$ cat config.mk
export PLATFORM = sky130hd
export DESIGN_NAME = romLoadSeq
export DESIGN_NICKNAME = d
export VERILOG_FILES = /design/src/rtl/romLoadSeq_pkg.sv /design/src/rtl/romLoadDatapath.sv /design/src/rtl/romLoadControl.sv /design/src/rtl/romLoadSeq.sv
export SDC_FILE = /design/constraint.sdc
export NUM_CORES = 1
export LEC_CHECK = 0
export ABC_CLOCK_PERIOD_IN_PS = 2400
export CAP_MARGIN = 40
export CORE_UTILIZATION = 48
export DETAILED_ROUTE_END_ITERATION = 10
export PLACE_DENSITY = 0.79
export SYNTH_ARGS = -nofsm -noshare
export SYNTH_HDL_FRONTEND = slang
export SYNTH_HIERARCHICAL = 1
export SYNTH_SLANG_ARGS = --single-unit
export TNS_END_PERCENT = 20
$ cat constraint.sdc
create_clock -name clk -period 2.4 [get_ports clk]
set_input_delay 0.6 -clock clk [delete_from_list [all_inputs] [get_ports clk]]
set_output_delay 0.6 -clock clk [all_outputs]
set_load 0.03 [all_outputs]
$ cat src/rtl/romLoadSeq_pkg.sv
package romLoadSeq_pkg;

  typedef enum logic [2:0] {
    ST_IDLE,
    ST_ADDR,
    ST_WAIT,
    ST_STROBE,
    ST_RELEASE
  } seqState_t;

  typedef struct packed {
    logic clear;    // zero counters at the start of a load
    logic latch;    // capture memory data
    logic advance;  // step to next word
  } dpCtrl_t;

endpackage

$ cat src/rtl/romLoadDatapath.sv
module romLoadDatapath
  import romLoadSeq_pkg::*;
#(
  parameter int WORDS   = 72,
  parameter int NUM_DEV = 16,
  parameter int ADDR_W  = 16,
  parameter int DATA_W  = 8,
  parameter int SEL_W   = 4,
  localparam int WORD_W = (WORDS > 1) ? $clog2(WORDS) : 1
) (
  input  logic              clk,
  input  logic              rstN,
  input  dpCtrl_t           ctrl,
  input  logic [DATA_W-1:0] romData,
  output logic [ADDR_W-1:0] romAddr,
  output logic [SEL_W-1:0]  devSel,
  output logic [WORD_W-1:0] wrAddr,
  output logic [DATA_W-1:0] wrData,
  output logic              lastWord,
  output logic              lastDev
);

  localparam logic [WORD_W-1:0] WORD_LAST = WORD_W'(WORDS - 1);
  localparam logic [SEL_W-1:0]  DEV_LAST  = SEL_W'(NUM_DEV - 1);

  logic [WORD_W-1:0] wordIdx;
  logic [SEL_W-1:0]  devIdx;
  logic [ADDR_W-1:0] addrCnt;
  logic [DATA_W-1:0] dataReg;

  assign lastWord = (wordIdx == WORD_LAST);
  assign lastDev  = (devIdx == DEV_LAST);

  always_ff @(posedge clk or negedge rstN) begin
    if (!rstN) begin
      wordIdx <= '0;
      devIdx  <= '0;
      addrCnt <= '0;
    end else if (ctrl.clear) begin
      wordIdx <= '0;
      devIdx  <= '0;
      addrCnt <= '0;
    end else if (ctrl.advance) begin
      addrCnt <= addrCnt + 1'b1;
      if (lastWord) begin
        wordIdx <= '0;
        devIdx  <= devIdx + 1'b1;
      end else begin
        wordIdx <= wordIdx + 1'b1;
      end
    end
  end

  always_ff @(posedge clk or negedge rstN) begin
    if (!rstN)           dataReg <= '0;
    else if (ctrl.latch) dataReg <= romData;
  end

  assign romAddr = addrCnt;
  assign devSel  = devIdx;
  assign wrAddr  = wordIdx;
  assign wrData  = dataReg;

endmodule

$ cat src/rtl/romLoadControl.sv
module romLoadControl
  import romLoadSeq_pkg::*;
(
  input  logic    clk,
  input  logic    rstN,
  input  logic    epromMode,
  input  logic    ceN,
  input  logic    lastWord,
  input  logic    lastDev,
  output dpCtrl_t ctrl,
  output logic    progActive,
  output logic    dsN,
  output logic    wrEn
);

  seqState_t state, stateNext;
  logic bootPend;
  logic ceSeen;
  logic ceFall;
  logic startLoad;

  assign ceFall    = ceSeen && !ceN;
  assign startLoad = (state == ST_IDLE) && epromMode && (bootPend || ceFall);

  always_comb begin
    stateNext = state;
    ctrl      = '0;
    unique case (state)
      ST_IDLE: begin
        if (startLoad) begin
          ctrl.clear = 1'b1;
          stateNext  = ST_ADDR;
        end
      end
      ST_ADDR:   stateNext = ST_WAIT;
      ST_WAIT: begin
        ctrl.latch = 1'b1;
        stateNext  = ST_STROBE;
      end
      ST_STROBE: stateNext = ST_RELEASE;
      ST_RELEASE: begin
        ctrl.advance = 1'b1;
        stateNext    = (lastWord && lastDev) ? ST_IDLE : ST_ADDR;
      end
      default:   stateNext = ST_IDLE;
    endcase
  end

  always_ff @(posedge clk or negedge rstN) begin
    if (!rstN) begin
      state    <= ST_IDLE;
      bootPend <= 1'b1;
      ceSeen   <= 1'b1;
    end else begin
      state  <= stateNext;
      ceSeen <= ceN;
      if (startLoad) bootPend <= 1'b0;
    end
  end

  assign progActive = (state != ST_IDLE);
  assign dsN        = (state != ST_STROBE);
  assign wrEn       = (state == ST_RELEASE);

endmodule

$ cat src/rtl/romLoadSeq.sv
module romLoadSeq
  import romLoadSeq_pkg::*;
#(
  parameter int WORDS   = 72,
  parameter int NUM_DEV = 16,
  parameter int ADDR_W  = 16,
  parameter int DATA_W  = 8,
  parameter int SEL_W   = 4,
  localparam int WORD_W = (WORDS > 1) ? $clog2(WORDS) : 1
) (
  input  logic              clk,
  input  logic              rstN,
  input  logic              epromMode,
  input  logic              ceN,
  input  logic [DATA_W-1:0] romData,
  output logic [ADDR_W-1:0] romAddr,
  output logic              dsN,
  output logic              progActive,
  output logic [SEL_W-1:0]  devSel,
  output logic              wrEn,
  output logic [WORD_W-1:0] wrAddr,
  output logic [DATA_W-1:0] wrData
);

  dpCtrl_t ctrl;
  logic    lastWord;
  logic    lastDev;

  romLoadControl u_control (
    .clk        (clk),
    .rstN       (rstN),
    .epromMode  (epromMode),
    .ceN        (ceN),
    .lastWord   (lastWord),
    .lastDev    (lastDev),
    .ctrl       (ctrl),
    .progActive (progActive),
    .dsN        (dsN),
    .wrEn       (wrEn)
  );

  romLoadDatapath #(
    .WORDS   (WORDS),
    .NUM_DEV (NUM_DEV),
    .ADDR_W  (ADDR_W),
    .DATA_W  (DATA_W),
    .SEL_W   (SEL_W)
  ) u_datapath (
    .clk      (clk),
    .rstN     (rstN),
    .ctrl     (ctrl),
    .romData  (romData),
    .romAddr  (romAddr),
    .devSel   (devSel),
    .wrAddr   (wrAddr),
    .wrData   (wrData),
    .lastWord (lastWord),
    .lastDev  (lastDev)
  );

endmodule

### Word level (Yosys, flattened, before mapping)

Index checks and enable logic that the tools add are counted.

* output and inout bits: 38
* register bits after elaboration: 40
* input bits: 12
* logic and storage cells: 44

* reduce and logical (&&, ||, !) cells: 11
* add/sub/neg operators: 3
* eq/ne operators: 8
* multiplexer cells: 15

Operators with widths (count)
* $mux 16: 2
* $mux 7: 3
* $add 16x1->16 const B: 1
* $pmux 3 s5: 1
* $mux 4: 3
* $add 7x1->7 const B: 1
* $eq 7x7->1 const B: 1
* $eq 3x2->1 const B: 2
* $mux 1: 5
* $add 4x1->4 const B: 1
* $eq 4x4->1 const B: 1
* $logic_and 1x1->1: 4
* $reduce_bool 2->1: 2
* $eq 3x1->1 const B: 1
* $eq 3x3->1 const B: 1
* $logic_not 3->1: 1
* $mux 3: 1
* $ne 3x2->1 const B: 1
* $reduce_bool 3->1: 1
* $ne 2x1->1 const B: 1
* $reduce_and 2->1: 1
* $logic_not 1->1: 1
* $logic_or 1x1->1: 1

### Depth between registers and ports, before layout

* depth in word-level cells: 8
* gate-level depth with buffers: 7
* mapped depth without buffers: 7

### Modules after synthesis

The synthesis kept the hierarchy.

By module, submodules not included
* romLoadDatapath: area each 1637.8 sq um, sequential area each 875.8 sq um, instances 1, cells an instance 147
* romLoadControl: area each 244.0 sq um, sequential area each 127.6 sq um, instances 1, cells an instance 23

### Worst setup path before layout

OpenSTA, ideal clock, no wires.

* path kind: flip-flop to flip-flop
* start point: register u_control.state[0]
* end point: register u_datapath.addrCnt[14] (netlist: u_datapath/romAddr[14])
* setup time: 0.078 ns
* clock period less this slack: 2.532 ns
* data arrival time: 2.454 ns
* path buffers: 1
* stages on the path, launching flop included: 7
* setup slack: -0.132 ns
* required time: 2.322 ns
* path through: dfrtp_1 nor3b_1 buf_4 o2111a_2 nand2_1 or4_1 a21oi_1

RTL lines
* from (decl): RTL line romLoadControl.sv:16 `seqState_t state, stateNext;`
* from (signal assigned): RTL line romLoadControl.sv:55 `state <= stateNext;`
* to (signal assigned): RTL line romLoadDatapath.sv:44 `addrCnt <= addrCnt + 1'b1;`
* to (decl): RTL line romLoadDatapath.sv:28 `logic [ADDR_W-1:0] addrCnt;`

==> metrics.md <==
| Metric | Value |
|---|---|
| Sw power | `0.2660 mW` |
| Drt initial violations | `67` |
| Largest net degree at the start of global routing | `24` |
| Crit path DAT | `between 2 and 2.5 ns` |
| Clock Skew | `0.003952 ns` |
| Ports | `50` |
| Max VDD drop | `around 0.42 mV` |
| Register area | `around 0.001 mm²` |
| Post-synthesis net count | `185` |
| P&R area growth vs syn | `36.70%` |
| Max_slew headroom | `0.6703` |
| Critical Path Stages | `8` |
| RSZ-0062 raised after global routing | `no` |
| Root buffer cell | `clkbuf_8` |
| Final wirelength | `4.231 mm` |
| CTS tree | `done` |
| Setup violators final | `0` |
| Initial Util | `0.5064` |
| Max incr delay on CP | `0.43 ns` |
| Yosys cell types | `39` |
| # port buffers | `between 40 and 50` |
| Startpoint Class | `input pin` |
| DP Area | `~0.0025 mm²` |
| Detailed Place HPWL | `3.017 mm` |
| Most frequent cells in the layout | `clkdlybuf4s50_1 (45), dfrtp_1 (38), nor2_1 (21), xor2_1 (15), mux2_2 (9)` |
| GP Congestion | `roughly 0.75` |
| WP data required | `around 2.6 ns` |
| Fillers | `286` |
| Max_cap viols | `0` |
| Multi-input gate area | `839.6 µm²` |
| H-tree depth | `2` |
| Global-route track usage on met2 | `0.3553` |
| Combinational power share | `0.060` |
| Cts bufs inserted | `5` |
| Global-route usage over all layers | `0.2291` |
| Antenna Nets Post-Route | `0` |
| Post-route cell area | `~0.0026 mm²` |
| N_diodes | `0` |
| Static Leak | `1.039 nW` |
| Vias after detailed routing | `approximately 1500` |
| Reg power frac | `0.562` |
| Antenna violations before repair | `0` |
| Max stage delay cell, worst path | `clkdlybuf4s50_1` |
| Die W | `64.62 µm` |
| Vias per cell | `5.486` |
| Worst flop-to-flop path startpoint | `u_control/state[0]` |
| Reg2reg end | `u_datapath/romAddr[15]` |
| Core area | `0.003716 mm²` |
| Pwr dens | `474.0 mW/mm²` |
| Mapped Cells | `170` |
| Ys async rst share | `1.000` |
| Post-synth EDFFs | `0` |
| Clk slew on worst S/H paths | `around 0.070 ns` |
| Hold Vio Cnt, Final | `0` |
| Crit-path cells | `clkdlybuf4s50_1 > nor2b_1 > o21ai_0 > nor2_2 > o2111a_2 > nand2_1 > nor4_1 > mux2_2` |
| # clock sinks | `40` |
| Clock power frac | `0.378` |
| Slew Viols, Final | `0` |
| Synthesized flop and latch total | `40` |
| Die area | `roughly 0.0042 mm²` |
| Worst Hold Class | `in -> async` |
| Worst Tran Pin Value | `0.4946 ns` |
| Final worst slack | `around 0.14 ns` |
| Met1 Use GR | `0.2995` |
| Skew-Pair Late Insertion Delay | `0.30 ns` |
| # rows | `22` |
| Syn Std Cell Area | `about 0.0019 mm²` |
| Sw frac | `0.2182` |
| GR Overflow Total | `0` |
| Max Freq | `about 0.44 GHz` |
| Post-synthesis sequential area ratio | `0.5332` |
| Crit-path leading delay family | `simple AND/OR/NAND/NOR gates` |
| WL/cell | `between 15 and 20 µm` |
| Global route hottest layer | `met2` |
| CP bufs+invs | `1` |
| Crit path to | `u_datapath/romAddr[15]` |
| Final Cycle Share | `0.9406` |
| Critical Path Start | `ceN` |
| Global-route wire length before repair | `7.162 mm` |
| DRT Pass-1 Iters | `4` |
| Fin nets | `242` |
| Post-synth top flop | `dfrtp_1` |
| Syn Area/Cell | `~11 µm²` |
| Critical path capture point type | `register` |
| Reg-to-reg setup timing slack | `0.26 ns` |
| Share of cells above drive strength 1 | `0.1535` |
| Register-to-Register Path Depth | `6` |
| Die height | `64.62 µm` |
| Min Hold Slack | `between 0.2 and 0.3 ns` |
| Fin crit period | `between 2 and 2.5 ns` |
| Most common cell after layout, fill and taps aside | `clkdlybuf4s50_1` |
| DR DRC count | `0` |
| Status | `finished, final reports clean` |
| Met3 GRT Util | `0.04577` |
| Crit Path Category | `in -> reg` |
| Setup WS pre-CTS | `-0.09303 ns` |
| Pint | `0.9532 mW` |
| Hold-fix buffers, CTS | `0` |
| Crit path max fanout | `4` |
| YS warnings | `6` |
| Max clock buf depth | `2` |
| Vias in the first global route | `around 1500` |
[cell type report]
| class | instances | area share |
|---|---|---|
| clock buffer | 8 | 0.03502 |
| multi-input combinational | 119 | 0.3264 |
| sequential | 40 | 0.3901 |
| tap | 48 | 0.02335 |
| timing repair buffer | 57 | 0.2194 |
| inverter | 4 | 0.005837 |
[routing by layer]
layer / wire length, µm / share of wire / vias to the layer above
met5: 0 / 0 / -
met4: 132 / 0.031 / 0
met2: 2086 / 0.49 / 49
li1: - / - / 707
met3: 211 / 0.050 / 12
met1: 1800 / 0.43 / 746
[power by group through the flow]
stage,Sequential (mW),Combinational [mW],Clock (mW)
after floorplan,0.713,0.00726,0
after global placement,0.698,0.0666,0
after detailed placement,0.699,0.0739,0
after CTS,0.686,0.0741,0.472
after global routing,0.687,0.0779,0.494
final,0.686,0.0726,0.461
[worst min-delay path by stage]
stage / startpoint / to / slack (ns) / depth (start not counted)
final: rstN / u_datapath/wrAddr[2] / 0.26 / 1
after global routing: rstN / u_datapath/wrAddr[2] / 0.29 / 1
after CTS: rstN / u_datapath/wrAddr[2] / 0.27 / 1
after detailed placement: u_control/bootPend / u_control/bootPend / 0.45 / 1
after global placement: u_control/bootPend / u_control/bootPend / 0.44 / 1
after floorplan: rstN / u_control/state[0] / 0.30 / 0
[metrics by stage]
step | std cells | util | TNS [ns] | power [mW]
after global routing | 276 | 0.6923 | 0 | 1.258
after global placement | 267 | 0.6603 | 0 | 0.7648
after detailed placement | 268 | 0.6677 | -0.3185 | 0.7729
final | 276 | 0.6923 | 0 | 1.219
after CTS | 276 | 0.6916 | 0 | 1.232
after floorplan | 170 | - | 0 | 0.7198
[kinds of logic (layout without fill, tap and decap cells)]
kind of cell | count (synthesis) | after routing | share of synthesized area
AND/OR/NAND/NOR | 68 | 68 | 0.2028
flip-flops | 40 | 40 | 0.5332
XOR/XNOR | 19 | 19 | 0.08843
AO/OA/AOI/OAI | 17 | 17 | 0.06117
multiplexers | 12 | 12 | 0.06982
buffers and inverters | 11 | 69 | 0.02460
adder cells (fa/ha/maj) | 3 | 3 | 0.01995
[repair_timing]
action	in CTS	in global routing
buffers inserted	0	0
gates resized for setup	1	1
cloned	0	0
setup endpoints to repair	1	1
pin swaps	0	0
[synth_stat cells (4+ instances only)]
cell type,count,area [µm²]
xnor2_1,4,35.03
mux2_2,9,101.4
dfrtp_1,38,950.9
nor2_1,22,82.58
nand2_1,7,26.28
nand4_1,5,31.28
a21oi_1,6,30.03
nor3_1,4,20.02
inv_1,4,15.01
clkbuf_1,5,18.77
xor2_1,15,131.4
and3_1,5,31.28
nand3_1,5,25.02
[flip-flops by register name (all words and copies together) (netlist names)]
name,count
u_datapath/devSel,4
u_datapath/wrAddr,7
u_datapath/wrData,8
u_control/bootPend,1
u_control/ceSeen,1
u_datapath/romAddr,16
u_control/state,3
No activity file was read; power rests on OpenSTA's default activity.
